===== config.mk =====
export PLATFORM = sky130hd
export DESIGN_NAME = rtc_seconds_alarm
export DESIGN_NICKNAME = d
export VERILOG_FILES = /design/src/rtl/rtc_pkg.sv /design/src/rtl/rtc_prescaler.sv /design/src/rtl/rtc_counter.sv /design/src/rtl/rtc_alarm_irq.sv /design/src/rtl/rtc_seconds_alarm.sv
export SDC_FILE = /design/constraint.sdc
export NUM_CORES = 1
export LEC_CHECK = 0
export ABC_AREA = 1
export BUFFER_PORTS_ARGS = -buffer_cell sky130_fd_sc_hd__buf_2
export CAP_MARGIN = 20
export CORE_ASPECT_RATIO = 1.5
export CORE_UTILIZATION = 40
export CTS_BUF_LIST = sky130_fd_sc_hd__clkbuf_16
export DETAILED_ROUTE_END_ITERATION = 8
export GPL_ROUTABILITY_DRIVEN = 0
export SLEW_MARGIN = 20
export SYNTH_ARGS = -nofsm -noshare
export SYNTH_HDL_FRONTEND = slang
export SYNTH_HIERARCHICAL = 1
export SYNTH_SLANG_ARGS = --single-unit

===== constraint.sdc =====
create_clock -name clk -period 5.5 [get_ports clk]
set_clock_uncertainty 0.2 [all_clocks]
set_input_delay 0.55 -clock clk [delete_from_list [all_inputs] [get_ports clk]]
set_output_delay 0.55 -clock clk [all_outputs]
set_load 0.005 [all_outputs]

===== src/rtl/rtc_pkg.sv =====
package rtc_pkg;

  localparam int unsigned WORD_COUNT  = 3'd0;
  localparam int unsigned WORD_MATCH  = 3'd1;
  localparam int unsigned WORD_LOAD   = 3'd2;
  localparam int unsigned WORD_CTRL   = 3'd3;
  localparam int unsigned WORD_MASK   = 3'd4;
  localparam int unsigned WORD_RAW    = 3'd5;
  localparam int unsigned WORD_MASKED = 3'd6;
  localparam int unsigned WORD_CLEAR  = 3'd7;

  // Next seconds value: plain modular increment.
  function automatic logic [31:0] sec_next(input logic [31:0] cur);
    return cur + 32'd1;
  endfunction

  // Alarm condition on the value the count is about to take.
  function automatic logic alarm_hit(input logic [31:0] nxt, input logic [31:0] match);
    return nxt == match;
  endfunction

endpackage


===== src/rtl/rtc_prescaler.sv =====
module rtc_prescaler #(
  parameter int unsigned DIV = 32768
) (
  input  logic clk,
  input  logic rst_n,
  input  logic ref_tick,
  input  logic restart,
  output logic sec_tick
);
  localparam int unsigned PW = (DIV > 2) ? $clog2(DIV) : 1;
  localparam logic [PW-1:0] LAST = PW'(DIV - 1);

  logic [PW-1:0] phase;

  assign sec_tick = ref_tick && (phase == LAST);

  always_ff @(posedge clk or negedge rst_n) begin
    if (!rst_n)          phase <= '0;
    else if (restart)    phase <= '0;
    else if (sec_tick)   phase <= '0;
    else if (ref_tick)   phase <= phase + 1'b1;
  end
endmodule


===== src/rtl/rtc_counter.sv =====
module rtc_counter #(
  parameter int unsigned CW = 32
) (
  input  logic          clk,
  input  logic          rst_n,
  input  logic          advance,
  input  logic          load_en,
  input  logic [CW-1:0] load_val,
  input  logic [CW-1:0] match_val,
  output logic [CW-1:0] count,
  output logic          match_evt
);
  import rtc_pkg::*;

  logic [CW-1:0] count_inc;

  assign count_inc = CW'(sec_next(32'(count)));
  assign match_evt = advance && !load_en && alarm_hit(32'(count_inc), 32'(match_val));

  always_ff @(posedge clk or negedge rst_n) begin
    if (!rst_n)       count <= '0;
    else if (load_en) count <= load_val;
    else if (advance) count <= count_inc;
  end
endmodule


===== src/rtl/rtc_alarm_irq.sv =====
module rtc_alarm_irq (
  input  logic clk,
  input  logic rst_n,
  input  logic match_evt,
  input  logic clr_hit,
  input  logic mask_wr,
  input  logic mask_val,
  output logic raw,
  output logic mask,
  output logic masked
);
  always_ff @(posedge clk or negedge rst_n) begin
    if (!rst_n)         raw <= 1'b0;
    else if (match_evt) raw <= 1'b1;
    else if (clr_hit)   raw <= 1'b0;
  end

  always_ff @(posedge clk or negedge rst_n) begin
    if (!rst_n)       mask <= 1'b0;
    else if (mask_wr) mask <= mask_val;
  end

  assign masked = raw & mask;
endmodule


===== src/rtl/rtc_seconds_alarm.sv =====
module rtc_seconds_alarm #(
  parameter int unsigned DIV = 32768,
  parameter int unsigned CW  = 32,
  parameter int unsigned AW  = 8
) (
  input  logic          clk,
  input  logic          rst_n,
  input  logic          ref_tick,
  input  logic          bus_sel,
  input  logic          bus_wr,
  input  logic [AW-1:0] bus_addr,
  input  logic [31:0]   bus_wdata,
  output logic [31:0]   bus_rdata,
  output logic          irq_o
);
  import rtc_pkg::*;

  localparam int unsigned WW = AW - 2;

  logic [WW-1:0] word;
  logic          wr_en, rd_en;
  logic          load_wr, match_wr, ctrl_wr, mask_wr, clr_hit;
  logic          sec_tick, advance, match_evt;
  logic [CW-1:0] count, match_q, load_q;
  logic          run_q, raw, mask, masked;
  logic          unused_bits;

  assign word     = bus_addr[AW-1:2];
  assign wr_en    = bus_sel && bus_wr;
  assign rd_en    = bus_sel && !bus_wr;
  assign load_wr  = wr_en && (word == WW'(WORD_LOAD));
  assign match_wr = wr_en && (word == WW'(WORD_MATCH));
  assign ctrl_wr  = wr_en && (word == WW'(WORD_CTRL));
  assign mask_wr  = wr_en && (word == WW'(WORD_MASK));
  assign clr_hit  = wr_en && (word == WW'(WORD_CLEAR)) && bus_wdata[0];
  assign advance  = sec_tick && run_q;
  assign unused_bits = ^{bus_addr[1:0], bus_wdata};

  rtc_prescaler #(.DIV(DIV)) u_presc (
    .clk(clk), .rst_n(rst_n), .ref_tick(ref_tick),
    .restart(load_wr), .sec_tick(sec_tick)
  );

  rtc_counter #(.CW(CW)) u_cnt (
    .clk(clk), .rst_n(rst_n), .advance(advance), .load_en(load_wr),
    .load_val(bus_wdata[CW-1:0]), .match_val(match_q),
    .count(count), .match_evt(match_evt)
  );

  rtc_alarm_irq u_irq (
    .clk(clk), .rst_n(rst_n), .match_evt(match_evt), .clr_hit(clr_hit),
    .mask_wr(mask_wr), .mask_val(bus_wdata[0]),
    .raw(raw), .mask(mask), .masked(masked)
  );

  always_ff @(posedge clk or negedge rst_n) begin
    if (!rst_n) begin
      match_q <= '0;
      load_q  <= '0;
      run_q   <= 1'b1;
    end else begin
      if (match_wr) match_q <= bus_wdata[CW-1:0];
      if (load_wr)  load_q  <= bus_wdata[CW-1:0];
      if (ctrl_wr)  run_q   <= bus_wdata[0];
    end
  end

  always_comb begin
    bus_rdata = '0;
    if (rd_en) begin
      if (word == WW'(WORD_COUNT))       bus_rdata = 32'(count);
      else if (word == WW'(WORD_MATCH))  bus_rdata = 32'(match_q);
      else if (word == WW'(WORD_LOAD))   bus_rdata = 32'(load_q);
      else if (word == WW'(WORD_CTRL))   bus_rdata = {31'd0, run_q};
      else if (word == WW'(WORD_MASK))   bus_rdata = {31'd0, mask};
      else if (word == WW'(WORD_RAW))    bus_rdata = {31'd0, raw};
      else if (word == WW'(WORD_MASKED)) bus_rdata = {31'd0, masked};
    end
  end

  assign irq_o = masked;
endmodule


==> impl_metrics.toml, run 1 <==
[timing]
setup_viol = 0
worst_slack_ps = 2100
final_max_slew_viol_count = 0
setup_tns_ps = 0
finalHoldViolCount = 0
rsz0062_at_grt = "false"
relSlewSlack_pct = 37.6
period_minus_slack_ps = 3400
tightest_slew_ps = 934
min_period_over_period_pct = 61.8
max_freq_mhz = 294

[clocking]
postCtsSetupBuffers = 0
root_buffer = "clkbuf_16"
clockBufferDepth = 2
clock_sinks = 114
cts_buffers = 17
cts_hold_buf = 0
insertion_delay_ps = 420
ctsResizeCount = 0
cts_tree = "done"
ctsHtreeMaxLevel = 4
cts.reportedPaths.clkPinSlew_ps = 50

[synth]
synth_top_cell_by_area = "dfrtp_1"
syn-num-nets = 1158
ys_seq_area_share_pct = 37.4
avgSynthCellArea_sq_um = 6.87
ys_types = 39
synth_top_area_share_pct = 37.1
synthSimpleGateAreaFrac_pct = 36.5
syn_inst = 1111
async_flop_share_pct = 100
synth_commonest_cells = "nand2_1, inv_1, dfrtp_1"
synthAdderAreaFrac_pct = 0.328
synth_edf_count = 0
syn_area_sq_um = 7630
ys_ff_latch = 114
synth_area_leaders = "dfrtp_1, nand2_1, inv_1, nand3_1, nor2_1"
synth_xor_area_share_pct = 1.23
synth_mux_area_share_pct = 0
synth_top_family_by_area = "simple AND/OR/NAND/NOR gates"
synth_compound_area_share_pct = 13.6
yosysWarnings = 6
synth.most_common_cell = "nand2_1"
synth_ff_type = "dfrtp_1"

[finish]
multi_input_area_sq_um = 3950
drive_above_1_share_pct = 14.7
nNetsFinal = 1221
areaGrowthSynthToFinish_pct = 15.5
fillers = 2013
seq_area_sq_um = 2850
final_core_util_pct = 47.3
instances_no_fill = 1439
antenna_cells = 0

[global_routing]
antenna_found_initial = 0
grt_first_pass_wirelength_microns = 35100
overflow = 0
grt_max_degree = 70
grtUsageTotal_pct = 23.4
grt_pass1_vias = 7252

[power]
peakVddDrop_mv = 0.181
p_total_uw = 2600
p_leak_uw = 0.00471
powerDensity_nw_per_um2 = 295

[drt]
wl_microns = 21500
wl_per_cell_microns = 14.9
via_per_inst = 5.03
dr.pass1.iters = 5
drtAntennaViolNets = 0
via_count = 7233
drt_iter0_drc = 353
drcViolationCount = 0

[placed_design]
port_buffers = 75
dp_cells = 1407
pre_cts_ws_ps = 2050
dp_hpwl_microns = 15300

[critical_path]
path_max_fanout = 13
crit_slowest_cell = "dfrtp_1"
cp-end-kind = "flop"
criticalPathCategory = "reg2reg"
cp-start-kind = "flop"
cpPeakStageDelay_ps = 410
crit_path_frequent_cell = "nand2_1"
cp.arrival_ps = 3560
crit_required_ps = 5660
path_cells = "ha_1 > nand3_4 > nor2_4 > nand2_2 > nor2_1 > nand2_1 > inv_1 > nand2_1 > buf_4 > a21oi_1 > nand2_1 > nor2_1 > nand3_1 > nor2_1 > nand2_1 > nor2_1 > nand2_1 > nor2_1 > nand2_1 > nor2_2 > inv_1 > nand2_1"

[floorplanning]
die_y_microns = 171
core_area_sq_um = 18600
placementRows = 61
ioPinCount = 78
dieArea_sq_um = 19600
start_util_pct = 41.0
die_width_microns = 115

[run]
drv_cap = 0

[worst_hold_path]
hp-class = "in2async"

[run_status]
status = "finished clean"
==> metrics by stage <==
step                      instance area [sq um]  hold WS [ps]
after floorplan                            7630          54.4
after global placement                     8170           265
after global routing                       8810           135
after detailed placement                   8170           269
final                                      8810          55.6
after CTS                                  8810          98.1
==> metal layers <==
metal	track usage [%]	part of all wire [%]	up-vias
met1	25.5	41	3355
li1	-	-	3675
met2	43.1	52	151
met4	11.7	3.7	0
met3	3.86	3.5	52
met5	0	0	-
==> critical path, delay by kind of cell (launching register included) <==
kind	cells	cell delay [ps]
compound gates	1	130
fa+ha+maj	1	260
buf+inv	3	470
flops	1	410
simple gates	17	1860
==> cells in the final DEF, fill, tap and decap left out, types with 10 or more instances in the layout <==
cell type,instances
clkbuf_16,17
nand4_1,15
inv_1,158
nor2_2,10
o21ai_2,23
o21ai_1,43
nand3b_1,16
nor2_1,83
o211ai_1,41
nand2_1,401
dfrtp_1,113
nor2_4,10
o21ai_0,13
nand3_1,77
buf_4,10
a22oi_1,16
buf_2,74
==> cell type report <==
| type | count | share of cell area [%] |
|---|---|---|
| Multi-Input combinational cell | 796 | 44.8 |
| Sequential cell | 114 | 32.4 |
| Inverter | 161 | 6.86 |
| Timing Repair Buffer | 84 | 5.05 |
| Clock buffer | 17 | 4.83 |
| Tap cell | 252 | 3.58 |
| Clock inverter | 15 | 2.50 |
==> worst paths after layout <==
kind                                  start               end  slack (ps)  depth (start not counted)
max in group asynchronous             rst_n  u_presc/phase[6]        3860                          2
setup / recovery           u_presc/phase[0]         u_irq/raw        2100                         22
hold reg to reg                   load_q[0]         load_q[0]         280                          2
hold / removal                        rst_n         load_q[7]          60                          1
setup reg to reg           u_presc/phase[0]         u_irq/raw        2100                         22
min in group clk              bus_wdata[24]   u_cnt/count[24]         160                          3
==> report_power, final <==
part	internal [uW]	leakage (uW)	switching, uW
clock network	836	0.000317	387
logic	131	0.00292	209
registers	930	0.00147	105
==> registers in the layout, summed over array words and instances (netlist names) <==
name / count
run_q: 1
match_q: 32
load_q: 32
u_irq/raw: 1
u_irq/mask: 1
u_presc/phase: 15
u_cnt/count: 32
==> logic make-up (layout without fill, tap and decap cells) <==
group	after synthesis	after routing
and+or+nand+nor	634	634
buffers and inverters	201	277
AOI/OAI and AO/OA	151	151
DFF	114	114
xor gates and xnor gates	9	9
adders and majority gates	2	2
Power figures use the tool's default switching activity.
==> run 2, diff against run 1 <==
==> constraint.sdc (replaced) <==
create_clock -name clk -period 3.1 [get_ports clk]
set_clock_uncertainty 0.2 [all_clocks]
set_input_delay 0.31 -clock clk [delete_from_list [all_inputs] [get_ports clk]]
set_output_delay 0.31 -clock clk [all_outputs]
set_load 0.005 [all_outputs]
==> run 2 against run 1 <==
  * Sequential share of layout area shrank 1.0 points
  * Critical path depth shrank 1
  * Clock power grew 42%
  * Register-to-register slack lost 1700 ps
  * Wire length grew 1.0%
==> impl_metrics.toml, run 2 (synthesized netlist as in run 1, its figures left out) <==
[run_status]
status = "finished clean"

[drt]
wl_microns = 21700
dr.pass1.iters = 5
via_count = 7412
wl_per_cell_microns = 14.7
drcViolationCount = 0
drtAntennaViolNets = 0
via_per_inst = 5.02
drt_iter0_drc = 343

[finish]
final_cell_area_sq_um = 9100
seq_area_sq_um = 2850
antenna_cells = 0
final_cell_mix = "nand2_1, inv_1, dfrtp_1"
final_core_util_pct = 48.9
instances_no_fill = 1476
drive_above_1_share_pct = 14.4
nNetsFinal = 1260
multi_input_area_sq_um = 3950
reg.largest.list = "load_q: 32 flops, match_q: 32 flops, u_cnt/count: 32 flops"
areaGrowthSynthToFinish_pct = 19.3
fillers = 1958
final_common_cell = "nand2_1"

[worst_hold_path]
hp-class = "in2reg"

[critical_path]
criticalPathCategory = "reg2reg"
cp-end-kind = "flop"
cp.arrival_ps = 2870
path_max_fanout = 5
crit_required_ps = 3260
cp-start-kind = "flop"
r2r_setup_slack_ps = 390

[timing]
finalHoldViolCount = 0
fin_hold_ws_ps = 17.5
rsz0062_at_grt = "false"
tightest_slew_ps = 811
setup_viol = 0
final_max_slew_viol_count = 0
setup_tns_ps = 0
relSlewSlack_pct = 45.9
min_period_over_period_pct = 87.4
period_minus_slack_ps = 2710
max_freq_mhz = 369

[placed_design]
port_buffers = 75
dp_cells = 1412
dpl_cell_area_sq_um = 8260
dp_hpwl_microns = 15800

[clocking]
ctsHtreeMaxLevel = 4
insertion_delay_ps = 420
root_buffer = "clkbuf_16"
cts_buffers = 17
cts.reportedPaths.clkPinSlew_ps = 50
cts_tree = "done"
clockBufferDepth = 2
ctsResizeCount = 0
clock_sinks = 114

[global_routing]
grt_max_degree = 65
grtUsageTotal_pct = 24.1
overflow = 0
grt_pass1_vias = 7397
antenna_found_initial = 0
grt_first_pass_wirelength_microns = 36400

[power]
peakVddDrop_mv = 0.304
powerDensity_nw_per_um2 = 463
p_leak_uw = 0.00484

[floorplanning]
placementRows = 61
start_util_pct = 41.0
die_y_microns = 171
ioPinCount = 78
dieArea_sq_um = 19600
die_width_microns = 115
core_area_sq_um = 18600

[run]
drv_cap = 0
run 2: stage by stage:
| stage | power [uW] | setup slack (ps) |
|---|---|---|
| 2_1_floorplan | 2250 | 622 |
| 3_3_place_gp | 2460 | 462 |
| 3_5_place_dp | 2470 | 425 |
| 4_1_cts | 4250 | 409 |
| 5_1_grt | 4440 | 179 |
| 6_report | 4210 | 391 |
run 2: layout make-up:
class                   instances  area share, %
well taps                     252           3.46
clock inverters                13          0.907
flip-flops and latches        114           31.3
repair buffers                123           9.59
clock buffers                  17           4.67
inverters                     161           6.64
multi-input cells             796           43.4
run 2: repair_timing:
item / 4_1_cts / 5_1_grt
hold buffers: 34 / 0
setup buffers: 0 / 0
hold endpoints to repair: 128 / 0
run 2: worst paths after layout:
check	endpoint	from	depth (start not counted)
min in group asynchronous	match_q[7]	rst_n	2
setup / recovery	u_irq/raw	u_presc/phase[0]	21
max in group asynchronous	match_q[23]	rst_n	3
setup reg to reg	u_irq/raw	u_presc/phase[0]	21
hold / removal	run_q	bus_addr[6]	4
hold reg to reg	load_q[0]	load_q[0]	2
run 2: metal layers:
metal  routed length [microns]  global-route usage (%)  vias to the layer above
met5                         0                       0                        -
met4                       819                    12.0                        0
met3                       649                    3.79                       54
met2                     11400                    44.7                      147
met1                      8840                    26.3                     3465
li1                          -                       -                     3746
run 2: power by group:
part | switching [uW] | internal [uW] | total, uW
clock network | 673 | 1060 | 1730
logic | 379 | 266 | 645
registers | 185 | 1650 | 1830
run 2: worst max-delay path: stages (launching register included):
cell and delay (ps):
dfrtp_1 430, ha_1 270, nand3_4 110, nor2_4 190, nand2_2 90, nor2_1 100
nand2_1 60, inv_1 70, nand2_1 80, a21oi_1 120, nand2_1 80, nor2_1 120
nand3_1 90, nor2_1 90, nand2_1 50, nor2_1 80, nand2_1 50, nor2_1 80
nand2_1 80, nor2_2 100, inv_1 50, nand2_1 50
==> run 3, diff against run 2 <==
--- a/config.mk
+++ b/config.mk
@@ -6,12 +6,12 @@
 export NUM_CORES = 1
 export LEC_CHECK = 0
 export ABC_AREA = 1
-export BUFFER_PORTS_ARGS = -buffer_cell sky130_fd_sc_hd__buf_2
 export CAP_MARGIN = 20
 export CORE_ASPECT_RATIO = 1.5
 export CORE_UTILIZATION = 40
 export CTS_BUF_LIST = sky130_fd_sc_hd__clkbuf_16
 export DETAILED_ROUTE_END_ITERATION = 8
+export DONT_BUFFER_PORTS = 1
 export GPL_ROUTABILITY_DRIVEN = 0
 export SLEW_MARGIN = 20
 export SYNTH_ARGS = -nofsm -noshare
==> run 3 against run 2 <==
  * The flow now finishes with violations (negative hold slack)
  * Sequential cell count unchanged
  * Critical endpoint is now bus_rdata[8]
  * Via count decreased by 3.1%
  * Global-route usage decreased by 0.87 points
  * Sequential power about the same
  * Largest cell class unchanged
  * Count of clock-buffer cells in the layout unchanged
==> impl_metrics.toml, run 3 (synthesized netlist as in run 1, its figures left out) <==
[run_status]
status = "finished, violations left"
violations = "negative hold slack"

[floorplanning]
die_y_microns = 171
placementRows = 61
ioPinCount = 78
die_width_microns = 115
dieArea_sq_um = 19600
core_area_sq_um = 18600
start_util_pct = 41.0

[drt]
drtAntennaViolNets = 0
dr.max_layer_used = "met4"
via_count = 7182
met1Wirelength_microns = 8830
drcViolationCount = 0
drt_iter0_drc = 390
dr.pass1.iters = 5
wl_microns = 21800
via_per_inst = 5.11
dr_wl_met3_microns = 786
wl_per_cell_microns = 15.5
wl_met2_microns = 11500

[finish]
fillers = 2000
drive_above_1_share_pct = 8.85
areaGrowthSynthToFinish_pct = 14.7
antenna_cells = 0
final_common_cell = "nand2_1"
nNetsFinal = 1187
reg.largest.list = "load_q: 32 flops, match_q: 32 flops, u_cnt/count: 32 flops"
final_cell_mix = "nand2_1, inv_1, dfrtp_1"
instances_no_fill = 1405

[timing]
fin_hold_ws_ps = -609
rsz0062_at_grt = "false"
period_minus_slack_ps = 2810
tightest_slew_ps = 831
max_freq_mhz = 356
finalHoldViolCount = 114
setup_viol = 0
final_max_slew_viol_count = 0
min_period_over_period_pct = 90.7
relSlewSlack_pct = 44.6
setup_tns_ps = 0

[clocking]
ctsHtreeMaxLevel = 4
cts_buffers = 17
ctsResizeCount = 0
postCtsSetupBuffers = 0
cts_hold_buf = 40
clock_sinks = 114
insertion_delay_ps = 410
root_buffer = "clkbuf_16"
cts_tree = "done"
clockBufferDepth = 2
cts.reportedPaths.clkPinSlew_ps = 60

[global_routing]
grt_first_pass_wirelength_microns = 35100
antenna_found_initial = 0
overflow = 0
grt_pass1_vias = 7078
grt_max_degree = 115
grtUsageTotal_pct = 23.2

[critical_path]
rr_worst_depth = 21
path_max_fanout = 17
cp.arrival_ps = 2300
crit_required_ps = 2590
cp-start-kind = "primary input"
cp-end-kind = "output port"
criticalPathCategory = "in2out"

[power]
p_leak_uw = 0.00449
comb_power_share_pct = 13.7
powerDensity_nw_per_um2 = 489
p_seq_share_pct = 42.8
switchingPower_uw = 1230
switching_share_pct = 28.7
peakVddDrop_mv = 0.347
p_int_uw = 3050
pwr-share-clk_pct = 43.4

[worst_hold_path]
hp-class = "in2async"

[placed_design]
dp_cells = 1333
dp_hpwl_microns = 15300
port_buffers = 0

[run]
drv_cap = 0
-- run 3: cell types whose count changed in the layout (fill, tap and decap cells not counted), sizes merged --
| cell | before | now |
|---|---|---|
| buf | 89 | 10 |
| dlygate4sd3 | 34 | 40 |
| bufinv | 1 | 2 |
| clkinv | 8 | 9 |
| clkinvlp | 1 | 2 |
| inv | 164 | 163 |
-- run 3: power groups by stage --
| stage | clock (uW) | combinational (uW) | sequential (uW) |
|---|---|---|---|
| 6_report | 1860 | 588 | 1830 |
| 5_1_grt | 1960 | 672 | 1860 |
| 4_1_cts | 1890 | 586 | 1830 |
| 3_5_place_dp | 0 | 533 | 1860 |
| 3_3_place_gp | 0 | 521 | 1850 |
| 2_1_floorplan | 0 | 444 | 1800 |
-- run 3: critical path: stages --
cell           delay [ps]
dlygate4sd3_1         580
nor2_4                150
nand3_4               120
nor2_4                430
buf_4                 340
nand2_1                70
nand3_1                90
o211ai_1              100
inv_1                 100
-- run 3: path summary, 6_finish.rpt --
path / slack, ps / end / start
worst max register to register: 380 / u_irq/raw / u_presc/phase[0]
worst min-delay path: -610 / load_q[7] / rst_n
worst max-delay path: 290 / bus_rdata[8] / bus_addr[6]
min in group clk: 60 / u_irq/raw / bus_sel
max in group asynchronous: 3080 / run_q / rst_n
worst min register to register: 280 / load_q[19] / load_q[19]
-- run 3: per-stage QoR --
stage / instance area, sq um / hold slack [ps] / total power (uW) / utilization [%] / setup slack, ps
2_1_floorplan: 7630 / -186 / 2250 / - / 622
3_3_place_gp: 7800 / -181 / 2380 / 41.9 / 456
3_5_place_dp: 7800 / -183 / 2390 / 41.9 / 453
4_1_cts: 8750 / -617 / 4310 / 47.0 / 264
5_1_grt: 8750 / -626 / 4490 / 47.0 / 119
6_report: 8750 / -609 / 4280 / 47.0 / 289
-- run 3: layout make-up --
type / instances / area (sq um) / share of cell area (%)
Multi-Input combinational cell: 796 / 3950 / 45.1
Sequential cell: 114 / 2850 / 32.6
Inverter: 161 / 604 / 6.91
Timing Repair Buffer: 50 / 475 / 5.43
Clock buffer: 17 / 425 / 4.86
Tap cell: 252 / 315 / 3.60
Clock inverter: 15 / 128 / 1.46
-- run 3: routing by layer --
metal,track usage [%],vias to the layer above
li1,-,3616
met1,25.8,3358
met4,9.54,0
met2,43.3,172
met5,0,-
met3,4.00,36
